File: src/rtl/drpl_pkg.sv
package drpl_pkg;

    typedef logic [1:0] rail_t;

    localparam rail_t RAIL_SPACER = 2'b00;

    typedef enum logic [1:0] {
        ST_PRECHARGE = 2'd0,
        ST_EVALUATE  = 2'd1,
        ST_ALARM     = 2'd2
    } phase_e;

    typedef enum logic {
        GK_AND = 1'b0,
        GK_XOR = 1'b1
    } gate_e;

    function automatic rail_t rail_enc(input logic v);
        return {v, ~v};
    endfunction

    function automatic rail_t rail_not(input rail_t p);
        return {p[0], p[1]};
    endfunction

endpackage

File: src/rtl/drpl_gate.sv
module drpl_gate
    import drpl_pkg::*;
#(
    parameter gate_e KIND = GK_AND
) (
    input  rail_t a,
    input  rail_t b,
    output rail_t y
);
    generate
        if (KIND == GK_AND) begin : g_and
            assign y[1] = a[1] & b[1];
            assign y[0] = a[0] | b[0];
        end else begin : g_xor
            assign y[1] = (a[1] & b[0]) | (a[0] & b[1]);
            assign y[0] = (a[1] & b[1]) | (a[0] & b[0]);
        end
    endgenerate
endmodule

File: src/rtl/drpl_complete.sv
module drpl_complete #(
    parameter int W = 8
) (
    input  logic [W-1:0][1:0] pairs,
    output logic              all_diff,
    output logic              any_bad
);
    logic [W-1:0] diff_bits;
    logic [W-1:0] bad_bits;

    always_comb begin
        for (int i = 0; i < W; i++) begin
            diff_bits[i] = pairs[i][1] ^ pairs[i][0];
            bad_bits[i]  = pairs[i][1] & pairs[i][0];
        end
        all_diff = &diff_bits;
        any_bad  = |bad_bits;
    end
endmodule

File: src/rtl/drpl_phase_ctl.sv
module drpl_phase_ctl
    import drpl_pkg::*;
(
    input  logic clk,
    input  logic rst,
    input  logic fault,
    output logic eval,
    output logic cap,
    output logic clr,
    output logic alarm
);
    phase_e state_q;
    phase_e state_d;

    always_comb begin
        state_d = state_q;
        unique case (state_q)
            ST_PRECHARGE: state_d = fault ? ST_ALARM : ST_EVALUATE;
            ST_EVALUATE:  state_d = fault ? ST_ALARM : ST_PRECHARGE;
            ST_ALARM:     state_d = ST_ALARM;
            default:      state_d = ST_ALARM;
        endcase
    end

    always_ff @(posedge clk) begin
        if (rst) state_q <= ST_PRECHARGE;
        else     state_q <= state_d;
    end

    always_comb begin
        eval  = 1'b0;
        cap   = 1'b0;
        clr   = fault;
        alarm = 1'b0;
        unique case (state_q)
            ST_PRECHARGE: ;
            ST_EVALUATE: begin
                eval = 1'b1;
                cap  = ~fault;
            end
            ST_ALARM: begin
                clr   = 1'b1;
                alarm = 1'b1;
            end
            default: begin
                clr   = 1'b1;
                alarm = 1'b1;
            end
        endcase
    end

    // precharge is always followed by evaluate unless a fault intervenes
    a_r2_pre_to_eval: assert property (@(posedge clk) disable iff (rst)
        (state_q == ST_PRECHARGE && !fault) |=> (state_q == ST_EVALUATE));

    // evaluate is always followed by precharge unless a fault intervenes
    a_r2_eval_to_pre: assert property (@(posedge clk) disable iff (rst)
        (state_q == ST_EVALUATE && !fault) |=> (state_q == ST_PRECHARGE));

    // alarm state is left only through reset
    a_r8_alarm_sticky: assert property (@(posedge clk) disable iff (rst)
        (state_q == ST_ALARM) |=> (state_q == ST_ALARM));
endmodule

File: src/rtl/drpl_datapath.sv
module drpl_datapath
    import drpl_pkg::*;
#(
    parameter int W = 8
) (
    input  logic         clk,
    input  logic         rst,
    input  logic [W-1:0] op_a,
    input  logic [W-1:0] op_b,
    input  logic [W-1:0] tamper,
    output logic [W-1:0] res,
    output logic         res_valid,
    output logic         alarm
);
    logic [W-1:0][1:0] a_q, b_q;
    logic [W-1:0][1:0] a_pc, b_pc;
    logic [W-1:0][1:0] and_w, nand_w, z_raw, z;
    logic [W-1:0][1:0] out_q;
    logic [W-1:0]      out_t, out_f;
    logic              valid_q;
    logic              eval, cap, clr, fault, all_diff;

    drpl_phase_ctl u_ctl (
        .clk   (clk),
        .rst   (rst),
        .fault (fault),
        .eval  (eval),
        .cap   (cap),
        .clr   (clr),
        .alarm (alarm)
    );

    // precharge stage after the operand registers
    always_comb begin
        for (int i = 0; i < W; i++) begin
            a_pc[i] = eval ? a_q[i] : RAIL_SPACER;
            b_pc[i] = eval ? b_q[i] : RAIL_SPACER;
        end
    end

    generate
        for (genvar i = 0; i < W; i++) begin : g_bit
            drpl_gate #(.KIND(GK_AND)) u_and (
                .a (a_pc[i]),
                .b (b_pc[i]),
                .y (and_w[i])
            );
            assign nand_w[i] = rail_not(and_w[i]);
            drpl_gate #(.KIND(GK_XOR)) u_xor (
                .a (nand_w[i]),
                .b (b_pc[i]),
                .y (z_raw[i])
            );
            assign z[i] = z_raw[i] | {2{tamper[i]}};
        end
    endgenerate

    drpl_complete #(.W(W)) u_cd (
        .pairs    (z),
        .all_diff (all_diff),
        .any_bad  (fault)
    );

    always_ff @(posedge clk) begin
        if (rst || clr) begin
            a_q     <= '0;
            b_q     <= '0;
            out_q   <= '0;
            valid_q <= 1'b0;
        end else if (cap) begin
            for (int i = 0; i < W; i++) begin
                a_q[i] <= rail_enc(op_a[i]);
                b_q[i] <= rail_enc(op_b[i]);
            end
            out_q   <= z;
            valid_q <= all_diff;
        end
    end

    always_comb begin
        for (int i = 0; i < W; i++) begin
            out_t[i] = out_q[i][1];
            out_f[i] = out_q[i][0];
        end
    end

    assign res       = out_t;
    assign res_valid = valid_q;

    // a forbidden code seen now raises the alarm on the next edge
    a_r7_alarm_next: assert property (@(posedge clk) disable iff (rst)
        fault |=> alarm);

    // alarm silences the outputs
    a_r8_quiet: assert property (@(posedge clk) disable iff (rst)
        alarm |-> (!res_valid && res == '0));

    // spacer wave reaches every gate output outside evaluate
    a_r5_spacer_wave: assert property (@(posedge clk) disable iff (rst)
        (!eval && tamper == '0) |-> (z == '0));

    // the output register never holds the forbidden code
    a_r3_no_forbidden: assert property (@(posedge clk) disable iff (rst)
        (out_t & out_f) == '0);

    // valid implies every stored pair is differential
    a_r6_valid_diff: assert property (@(posedge clk) disable iff (rst)
        res_valid |-> ((out_t ^ out_f) == '1));

    // nothing visible changes on the edge that ends precharge
    a_r2_hold_pre: assert property (@(posedge clk) disable iff (rst)
        (!eval && !alarm && !fault) |=> ($stable(res) && $stable(res_valid)));
endmodule

File: config.mk
export PLATFORM = sky130hd
export DESIGN_NAME = drpl_datapath
export DESIGN_NICKNAME = d
export VERILOG_FILES = /design/src/rtl/drpl_pkg.sv /design/src/rtl/drpl_gate.sv /design/src/rtl/drpl_complete.sv /design/src/rtl/drpl_phase_ctl.sv /design/src/rtl/drpl_datapath.sv
export SDC_FILE = /design/constraint.sdc
export NUM_CORES = 1
export LEC_CHECK = 0
export ABC_AREA = 1
export CORE_MARGIN = 4
export CORE_UTILIZATION = 55
export DETAILED_ROUTE_END_ITERATION = 8
export PLACE_DENSITY = 0.82
export SLEW_MARGIN = 10
export SYNTH_ARGS = -nofsm -noshare
export SYNTH_HDL_FRONTEND = slang
export SYNTH_SLANG_ARGS = --single-unit
File: constraint.sdc
create_clock -name clk -period 5.81 [get_ports clk]
set_input_delay 1.4525 -clock clk [delete_from_list [all_inputs] [get_ports clk]]
set_output_delay 1.4525 -clock clk [all_outputs]
set_load 0.05 [all_outputs]
# [Word-level counts from Yosys, hierarchy flattened]
# Cells that the tools add are included.
[word_totals] register_bits=51 inputBits=26 output_inout_bits=10 elab_cells=160
[classes] eq_ne=1 muxes=23 bitwise=105 n_reduce_logical=5
[ops] op="bitwise AND 1 bit" n=48
[ops] op="2-to-1 mux 2 bit" n=18
[ops] op="OR 1 bit" n=24
[ops] op="NOT 1 bit" n=17
[ops] op="OR 2 bit" n=8
[ops] op="AND reduction 8 bit" n=1
[ops] op="OR reduction 8 bit" n=1
[ops] op="XOR 1 bit" n=8
[ops] op="2-to-1 mux 1 bit" n=4
[ops] op="case mux 2 bit (2 select lines)" n=1
[ops] op="equality test 2 x 1 -> 1 bit, second input constant" n=1
[ops] op="zero test 2 bit" n=1
[ops] op="OR reduction 2 bit" n=1
[ops] op="logical OR 1 bit" n=1

# [Logic depth before layout (Yosys ltp)]
# Gate-level depths: netlist (run 1).
[depth] word_depth=11 depth_mapped=16 ltp_nobuf=13

# [Hierarchy]
# A second synthesis (run 1) with hierarchy kept.
[unflattened] cells_unflattened=427 hier_area_um2=2513.7
[modules_own_cells] module="drpl_datapath" instances=1 cells_per_inst=291 area_per_inst_um2=1895.6 seq_area_each_um2=820.8
[modules_own_cells] module="drpl_complete" instances=1 cells_per_inst=34 area_per_inst_um2=197.7 seq_area_each_um2=0.0
[modules_own_cells] module="drpl_gate at g_bit[0].u_xor ..." instances=8 cells_per_inst=6 area_per_inst_um2=22.5 seq_area_each_um2=0.0
[modules_own_cells] module="drpl_gate at g_bit[0].u_and ..." instances=8 cells_per_inst=5 area_per_inst_um2=18.8 seq_area_each_um2=0.0
[modules_own_cells] module="drpl_phase_ctl" instances=1 cells_per_inst=14 area_per_inst_um2=90.1 seq_area_each_um2=40.0

# [Least setup slack after synthesis (run 1)]
# No wires, ideal clock.
[synth_path] path_kind="input to register" start="input port tamper[7]" end="register a_q[11] (netlist name)" setup_time_ns=0.120 t_arrival_ns=2.664 required_time_ns=5.690 path_slack_ns=3.026 path_stages=12 n_path_buf=1 path_cell_list="inv_1 nand2_1 nor2_1 inv_1 ha_1 nor2_1 nand2_2 nor2_8 nand2_2 buf_2 nand2_1 a21oi_1"
[synth_lines] element="start: declaration" line_no="drpl_datapath.sv:10" rtl="input logic [W-1:0] tamper,"
[synth_lines] element="end signal: indexed assignment" line_no="drpl_datapath.sv:72" rtl="a_q[i] <= rail_enc(op_a[i]);"
[synth_lines] element="end: declaration" line_no="drpl_datapath.sv:15" rtl="logic [W-1:0][1:0] a_q, b_q;"

==> impl_metrics.json, run 1 <==
{
  "critPathMaxFanout": 52,
  "rsz0062_at_grt": "no",
  "leakage_uw": 0.0008729,
  "avgViaCountPerCell": 5.395,
  "syn2layout_area_growth_pct": 18.19,
  "min_from": "a_q[15]$_SDFFE_PP0P_",
  "peakVddDrop_mv": 0.1261,
  "synth_compound_area_share_pct": 11.46,
  "hpwl_um": 3108,
  "clock.fmax_mhz": 266.1,
  "grt_max_degree": 53,
  "htree_levels": 2,
  "tightest_slew_ns": 0.8083,
  "yosysUniqueCellTypes": 20,
  "insertion_delay_ns": 0.31,
  "syn_inst": 301,
  "setup_slack_ns": 2.053,
  "crit_arrival_ns": 3.95,
  "drtIter0Drc": 180,
  "cts_buffers": 5,
  "nFillCells": 345,
  "synth-xor-area-share_pct": 0,
  "drive_gt1_share_pct": 4.012,
  "yosys_register_bits": 43,
  "clk_pin_slew_ns": 0.08,
  "core_mm2": 0.003716,
  "num_rows": 22,
  "grt_pass1_wl_um": 8293,
  "cts_resized": 0,
  "syn_avg_cell_area_um2": 7.108,
  "fin_skew_ns": 0.009834,
  "nets": 358,
  "antenna_cells": 0,
  "hold_path_class": "reg2reg",
  "fin_area_mm2": 0.002529,
  "cp-end-kind": "register",
  "relSlewSlack_pct": 46.03,
  "cts_tree": "done",
  "cp_common_cell": "nand2_1",
  "grtUsageTotal_pct": 20.85,
  "final_cells": 372,
  "reg2reg_from": "u_ctl.state_q[1]$_SDFF_PP0_",
  "rr_endpoint": "res_valid$_SDFFE_PP0P_",
  "setup_viol": 0,
  "fin_crit_sh_pct": 64.67,
  "die_h_um": 70.37,
  "period_needed_ns": 3.757,
  "grt.overflow.total": 0,
  "ctsHoldBuffers": 0,
  "grt_pass1_vias": 1842,
  "cap_violations": 0,
  "dp_slack_ns": 1.779,
  "slew_viol_final": 0,
  "synth_mux_area_share_pct": 0,
  "power_density_mw_per_mm2": 229.8,
  "reg2reg_depth": 12,
  "gp_congestion": 0.8087,
  "synthSimpleGateAreaFrac_pct": 33.10,
  "drc": 0,
  "ant_nets": 0,
  "seq_area_frac_synth_pct": 40.23,
  "netlist_area_mm2": 0.002140,
  "totalWireLength_um": 4884,
  "synth_fp_nets": 335,
  "clk_path_buf_depth": 2,
  "post_dp_cell_area_mm2": 0.002426,
  "status": "finished clean",
  "reg2reg_slack_ns": 2.82,
  "worstPathRequired_ns": 6.00,
  "die-area_mm2": 0.004952,
  "num_vias": 2007,
  "yosysWarningCount": 0,
  "cts_setup_buffers": 0,
  "cp-start-kind": "input pin",
  "tns_ns": 0,
  "finalHoldViolCount": 0,
  "max_stage_delay_ns": 0.56,
  "criticalPathCategory": "in2reg",
  "ios": 36,
  "initial_core_util_pct": 57.58,
  "wl_per_cell_um": 13.13,
  "crit_chain": "clkdlybuf4s50_1, inv_1, nand2_1, nor2_1, inv_1, ha_1, nor2_1, nand2_1, nor2_8, nand2_2, nand2_1, a21oi_1",
  "dieWidth_um": 70.37,
  "synth_top_family_by_area": "simple AND/OR/NAND/NOR gates",
  "clkSinkCount": 43,
  "drtPass1Iterations": 5,
  "dp.cells": 365,
  "worstHoldEndpoint": "a_q[15]$_SDFFE_PP0P_",
  "port_buffers": 35,
  "antenna_found_initial": 0,
  "hold_depth": 2,
  "cts_root_buffer": "clkbuf_8",
  "synthAdderAreaFrac_pct": 4.678,
  "slowest_stage": "nor2_8"
}
## how the worst max path moves through the flow
stage / from / to
after floorplan: tamper[7] / a_q[11]$_SDFFE_PP0P_
after global placement: tamper[3] / res[6]$_SDFFE_PP0P_
after detailed placement: tamper[7] / a_q[3]$_SDFFE_PP0P_
after CTS: tamper[1] / a_q[3]$_SDFFE_PP0P_
after global routing: tamper[4] / a_q[10]$_SDFFE_PP0P_
final: tamper[1] / res_valid$_SDFFE_PP0P_
## flip-flops by register name (all words and copies together) (netlist names)
register and count:
u_ctl.state_q 2, res_valid 1, res 8, a_q 16, b_q 16
## stage by stage
stage	total power (uW)	utilization (%)	hold slack, ns
floorplan	336.5	-	0.4402
global placement	357.3	65.29	0.4497
detailed placement	358.1	65.29	0.4549
CTS	581.7	68.05	0.4655
global route	599.5	68.05	0.4828
finish	581.2	68.05	0.4647
## worst max-delay path: cells and delay by family
kind / cells / cell delay, ns
AOI/OAI and AO/OA: 1 / 0.08
adders and majority gates: 1 / 0.19
and+or+nand+nor: 7 / 1.63
buffers and inverters: 3 / 0.55
## cell usage in the layout (no fill, tap or decap)
master           Yosys  final
dfxtp_1             43     43
clkdlybuf4s50_1      0     35
nor2_1              54     54
nand2_4              1      1
clkbuf_8             0      5
nor2_8               1      1
nand2_2              2      2
clkbuf_1             2      1
nand3b_4             1      1
nand4_1              2      2
o21ai_0              8      8
inv_2                1      1
ha_1                 8      8
inv_1               26     26
nand3b_1             7      7
nor2_4               1      1
bufinv_16            0      1
nand3_1             34     34
a21oi_1             41     41
nand2_1             52     52
## area by class of cell
type | instances | area, um2 | area share (%)
clock inverter | 1 | 30.03 | 1.188
clock buffer | 6 | 72.57 | 2.870
inverter | 27 | 101.3 | 4.008
tap | 48 | 60.06 | 2.375
timing repair buffer | 35 | 350.3 | 13.85
multi-input combinational | 212 | 1054 | 41.66
sequential | 43 | 860.8 | 34.04
## report_power, final
part	internal (uW)	switching, uW
combinational	25.7	30.2
clock	126	103
sequential	295	1.01
## cell families (layout without fill, tap and decap cells)
group                      after synthesis  after routing
AOI/OAI and AO/OA                       49             49
adders and majority gates                8              8
buffers and inverters                   46             69
DFF                                     43             43
and+or+nand+nor                        155            155
## Yosys cell counts (all sizes together)
cell,instances,area [um2]
nor2,56,234.0
nand2,55,219.0
dfxtp,43,860.8
a21oi,41,205.2
nand3,34,170.2
inv,27,101.3
buf,17,116.4
ha,8,100.1
nand3b,8,72.57
o21ai,8,40.04
clkbuf,2,7.510
nand4,2,12.51
## metal layers
layer,up-vias,GRT usage (%),share of wire (%)
met4,0,10.21,2.8
met3,13,6.043,7.0
met5,-,0,0
met2,64,32.02,46
li1,1023,-,-
met1,907,26.55,44
Note: power is estimated with default switching activity, not from simulation.
==> inputs of run 2 (changes only) <==
- CORE_UTILIZATION: 55 -> 47
- PLACE_DENSITY: 0.82 -> 0.75
- clock period: 5.81 -> 3 ns (I/O delays scaled with it)
==> impl_metrics.json, run 2 (synthesis gave the netlist of run 1 again) <==
{
  "most-common-layout-cells": "nor2_1, nand2_1, dfxtp_1",
  "htree_levels": 2,
  "die_h_um": 75.47,
  "netSwitchingFraction_pct": 23.78,
  "ctsHoldBuffers": 0,
  "gp_congestion": 0.8165,
  "clock_power_share_pct": 33.7,
  "cp_common_cell": "nor2_1",
  "port_buffers": 35,
  "grtUsageTotal_pct": 18.70,
  "crit_family": "simple AND/OR/NAND/NOR gates",
  "wl_per_cell_um": 12.68,
  "status": "finished clean",
  "cts_resized": 0,
  "dieWidth_um": 75.47,
  "setup_viol": 0,
  "grt.overflow.total": 0,
  "insertion_delay_ns": 0.29,
  "tightest_slew_ns": 0.7451,
  "nets": 363,
  "cp-end-kind": "register",
  "nFillCells": 421,
  "power_uw": 1036,
  "share_comb_of_total_power_pct": 11.0,
  "fin_skew_ns": 0.005856,
  "ios": 36,
  "ant_nets": 0,
  "grt_pass1_vias": 1799,
  "drc": 0,
  "slew_viol_final": 0,
  "drive_gt1_share_pct": 5.455,
  "syn2layout_area_growth_pct": 20.35,
  "cts_root_buffer": "clkbuf_8",
  "initial_core_util_pct": 48.80,
  "cts_buffers": 5,
  "crit_chain": "clkdlybuf4s50_1, inv_1, nand2_1, nor2_1, inv_1, ha_1, nor2_1, nand2_2, nor2_8, buf_4, nand3b_1, nand2_1, nor2_1",
  "avgViaCountPerCell": 5.120,
  "switching_power_uw": 246.4,
  "core_mm2": 0.004384,
  "cp-start-kind": "input pin",
  "fin_crit_sh_pct": 83.73,
  "criticalPathCategory": "in2reg",
  "tns_ns": 0,
  "antenna_found_initial": 0,
  "power_density_mw_per_mm2": 402.3,
  "hold_path_class": "reg2reg",
  "relSlewSlack_pct": 50.27,
  "leakage_uw": 0.0008966,
  "worstPathRequired_ns": 3.19,
  "hpwl_um": 3387,
  "rsz0062_at_grt": "no",
  "totalWireLength_um": 4844,
  "num_vias": 1956,
  "clk_pin_slew_ns": 0.07,
  "clkSinkCount": 43,
  "grt_max_degree": 26,
  "clock.fmax_mhz": 398.1,
  "path_buf_inv": 4,
  "intPower_uw": 789.6,
  "antenna_cells": 0,
  "seq_power_share_pct": 55.3,
  "final_common_cell": "nor2_1",
  "cts_setup_buffers": 0,
  "cap_violations": 0,
  "grt_pass1_wl_um": 8135,
  "die-area_mm2": 0.005696,
  "crit_arrival_ns": 2.70,
  "finalHoldViolCount": 0,
  "max_stage_delay_ns": 0.40,
  "drtIter0Drc": 175,
  "drtPass1Iterations": 4,
  "critPathMaxFanout": 21,
  "num_rows": 24,
  "slowest_stage": "clkdlybuf4s50_1",
  "period_needed_ns": 2.512,
  "peakVddDrop_mv": 0.2874,
  "clk_path_buf_depth": 2,
  "cts_tree": "done"
}
[run 2: changes by cell type in the layout (fill, tap and decap cells not counted)]
| cell | delta |
|---|---|
| buf_4 | +3 |
| buf_12 | +2 |
| bufinv_16 | -1 |
| clkbuf_1 | +1 |
| clkinv_2 | +1 |
[run 2: layout make-up]
cell class	count	area (um2)	area share, %
clock inverter	1	5.005	0.1944
multi-input combinational	212	1054	40.91
clock buffer	7	76.32	2.964
inverter	27	101.3	3.936
timing repair buffer	40	412.9	16.03
tap	52	65.06	2.527
sequential	43	860.8	33.43
[run 2: worst reg2reg max path, stage by stage, from the launching register on]
cell      delay, ns
dfxtp_1        0.33
inv_1          0.32
nand3_1        0.23
nor2_1         0.06
nor2_1         0.15
inv_1          0.07
ha_1           0.18
nor2_1         0.08
nand2_1        0.13
nor2_8         0.22
buf_4          0.28
nand3b_1       0.14
nand2_1        0.09
nor2_1         0.04
[run 2: layer usage]
| layer | share of wire (%) | GRT usage, % | vias up | routed length (um) |
|---|---|---|---|---|
| li1 | - | - | 1024 | - |
| met1 | 46 | 25.31 | 876 | 2244 |
| met2 | 46 | 30.39 | 50 | 2229 |
| met3 | 6.5 | 3.562 | 6 | 314 |
| met4 | 1.1 | 5.437 | 0 | 55 |
| met5 | 0 | 0 | - | 0 |
[run 2: per-stage QoR]
step / hold WS (ns) / instance area [um2] / utilization (%) / setup slack, ns / cells
final: 0.4657 / 2575 / 58.73 / 0.4882 / 382
after global routing: 0.4806 / 2575 / 58.73 / 0.2668 / 382
after CTS: 0.4651 / 2575 / 58.73 / 0.4993 / 382
after detailed placement: 0.4549 / 2494 / 56.88 / 0.2373 / 374
after global placement: 0.4492 / 2494 / 56.88 / 0.2480 / 374
after floorplan: 0.4402 / 2140 / - / 0.9188 / 301
[run 2: worst paths after layout]
path / from / end / slack [ns] / cells after the start
worst min register to register: a_q[9]$_SDFFE_PP0P_ / a_q[9]$_SDFFE_PP0P_ / 0.47 / 2
worst max register to register: u_ctl.state_q[1]$_SDFF_PP0_ / b_q[13]$_SDFFE_PP0P_ / 0.58 / 13
worst max-delay path: tamper[4] / b_q[13]$_SDFFE_PP0P_ / 0.49 / 13
worst min-delay path: a_q[9]$_SDFFE_PP0P_ / a_q[9]$_SDFFE_PP0P_ / 0.47 / 2
[run 2: power groups by stage]
stage	clock, uW	combinational (uW)	sequential (uW)
after floorplan	0	66.4	585
after global placement	0	112	587
after detailed placement	0	114	587
after CTS	355	114	573
after global routing	378	125	573
final	349	114	573
==> inputs of run 3 (changes only) <==
- CORE_UTILIZATION: 47 -> 52
- PLACE_DENSITY: 0.75 -> 0.78
- clock period: 3 -> 2.58 ns (I/O delays scaled with it)
==> impl_metrics.json, run 3 (synthesis gave the netlist of run 1 again) <==
{
  "ios": 36,
  "slew_viol_final": 0,
  "peakVddDrop_mv": 0.3927,
  "clk_pin_slew_ns": 0.08,
  "num_rows": 23,
  "final_common_cell": "nor2_1",
  "fin_crit_sh_pct": 94.46,
  "dp_slack_ns": -0.1214,
  "cp_common_cell": "nor2_1",
  "worstPathRequired_ns": 2.80,
  "clk_path_buf_depth": 2,
  "nFillCells": 379,
  "nets": 381,
  "status": "finished clean",
  "avgViaCountPerCell": 5.191,
  "antenna_found_initial": 0,
  "cts_tree": "done",
  "reg2reg_slack_ns": 0.14,
  "setup_viol": 0,
  "clock.fmax_mhz": 410.3,
  "grtUsageTotal_pct": 21.03,
  "reg2reg_depth": 12,
  "path_buf_inv": 3,
  "antenna_cells": 0,
  "ctsHoldBuffers": 0,
  "cp-start-kind": "register",
  "tightest_slew_ns": 0.6329,
  "die-area_mm2": 0.005205,
  "reg2reg_from": "u_ctl.state_q[1]$_SDFF_PP0_",
  "drc": 0,
  "num_vias": 2066,
  "hpwl_um": 3607,
  "cts_buffers": 5,
  "wl_per_cell_um": 13.26,
  "dieWidth_um": 72.15,
  "crit_family": "simple AND/OR/NAND/NOR gates",
  "post_dp_cell_area_mm2": 0.002589,
  "relSlewSlack_pct": 57.75,
  "min_from": "a_q[15]$_SDFFE_PP0P_",
  "power_density_mw_per_mm2": 454.8,
  "hold_depth": 2,
  "fin_area_mm2": 0.002718,
  "tns_ns": 0,
  "endpoint": "a_q[0]$_SDFFE_PP0P_",
  "grt.overflow.total": 0,
  "clkSinkCount": 43,
  "most-common-layout-cells": "nor2_1, nand2_1, dfxtp_1",
  "grt_max_degree": 26,
  "slowest_stage": "dfxtp_2",
  "die_h_um": 72.15,
  "grt_pass1_wl_um": 8583,
  "totalWireLength_um": 5278,
  "setup.worst_path.start": "u_ctl.state_q[1]$_SDFF_PP0_",
  "hold_path_class": "reg2reg",
  "finish.utilization_pct": 67.94,
  "ant_nets": 0,
  "syn2layout_area_growth_pct": 27.02,
  "insertion_delay_ns": 0.30,
  "leakage_uw": 0.0009870,
  "finalHoldViolCount": 0,
  "core_mm2": 0.004000,
  "crit_chain": "clkinvlp_4, nand3_1, nor2_1, nor2_1, inv_1, ha_1, nor2_1, nand2_2, nor2_8, buf_4, nand3b_1, a21oi_1",
  "worstSetupPathDepth": 12,
  "critPathMaxFanout": 14,
  "max_stage_delay_ns": 0.44,
  "cp-end-kind": "register",
  "period_needed_ns": 2.437,
  "drtIter0Drc": 152,
  "gp_congestion": 0.8339,
  "rr_endpoint": "a_q[0]$_SDFFE_PP0P_",
  "cap_violations": 0,
  "criticalPathCategory": "reg2reg",
  "drtPass1Iterations": 4,
  "cts_root_buffer": "clkbuf_8",
  "initial_core_util_pct": 53.49,
  "port_buffers": 35,
  "drive_gt1_share_pct": 10.92,
  "power_uw": 1236,
  "setup_slack_ns": 0.1430,
  "htree_levels": 2,
  "crit_arrival_ns": 2.66,
  "fin_skew_ns": 0.003995,
  "grt_pass1_vias": 1917
}
-- run 3: layout make-up --
class | instances | area (um2) | area share [%]
tap | 50 | 62.56 | 2.302
clock buffer | 7 | 76.32 | 2.808
multi-input combinational | 212 | 1059 | 38.95
clock inverter | 1 | 5.005 | 0.1842
timing repair buffer | 56 | 533.0 | 19.61
sequential | 43 | 862.1 | 31.72
inverter | 27 | 105.1 | 3.867
timing repair inverter | 2 | 15.01 | 0.5525
-- run 3: worst min-delay path by stage --
stage,to,slack (ns)
finish,a_q[15]$_SDFFE_PP0P_,0.47
global route,a_q[15]$_SDFFE_PP0P_,0.49
CTS,a_q[6]$_SDFFE_PP0P_,0.47
detailed placement,a_q[6]$_SDFFE_PP0P_,0.46
global placement,b_q[9]$_SDFFE_PP0P_,0.45
floorplan,a_q[11]$_SDFFE_PP0P_,0.44
-- run 3: stage by stage --
step	instances	hold slack, ns
after floorplan	301	0.4402
after global placement	385	0.4497
after detailed placement	385	0.4553
after CTS	393	0.4672
after global routing	398	0.4915
final	398	0.4668
-- run 3: worst reg2reg max path, stage by stage (launching register included) --
cell,delay [ns]
dfxtp_2,0.44
clkinvlp_4,0.25
nand3_1,0.15
nor2_1,0.06
nor2_1,0.19
inv_1,0.09
ha_1,0.18
nor2_1,0.11
nand2_2,0.10
nor2_8,0.21
buf_4,0.25
nand3b_1,0.15
a21oi_1,0.19
-- run 3: timing repair --
| item | 4_1_cts | 5_1_grt |
|---|---|---|
| gates resized for setup | 0 | 5 |
| buffers inserted | 0 | 3 |
| endpoints found under the setup margin | 0 | 26 |
-- run 3: metal layers --
metal	global-route usage (%)	vias up	part of all wire, %
met2	33.47	53	47
li1	-	1058	-
met3	4.848	7	5.9
met1	27.26	948	45
met5	0	-	0
met4	8.977	0	2.0
-- run 3: power breakdown --
part	internal, uW	switching [uW]
Combinational	77.6	72.7
Sequential	665	4.82
Clock	190	226
Total	932	304
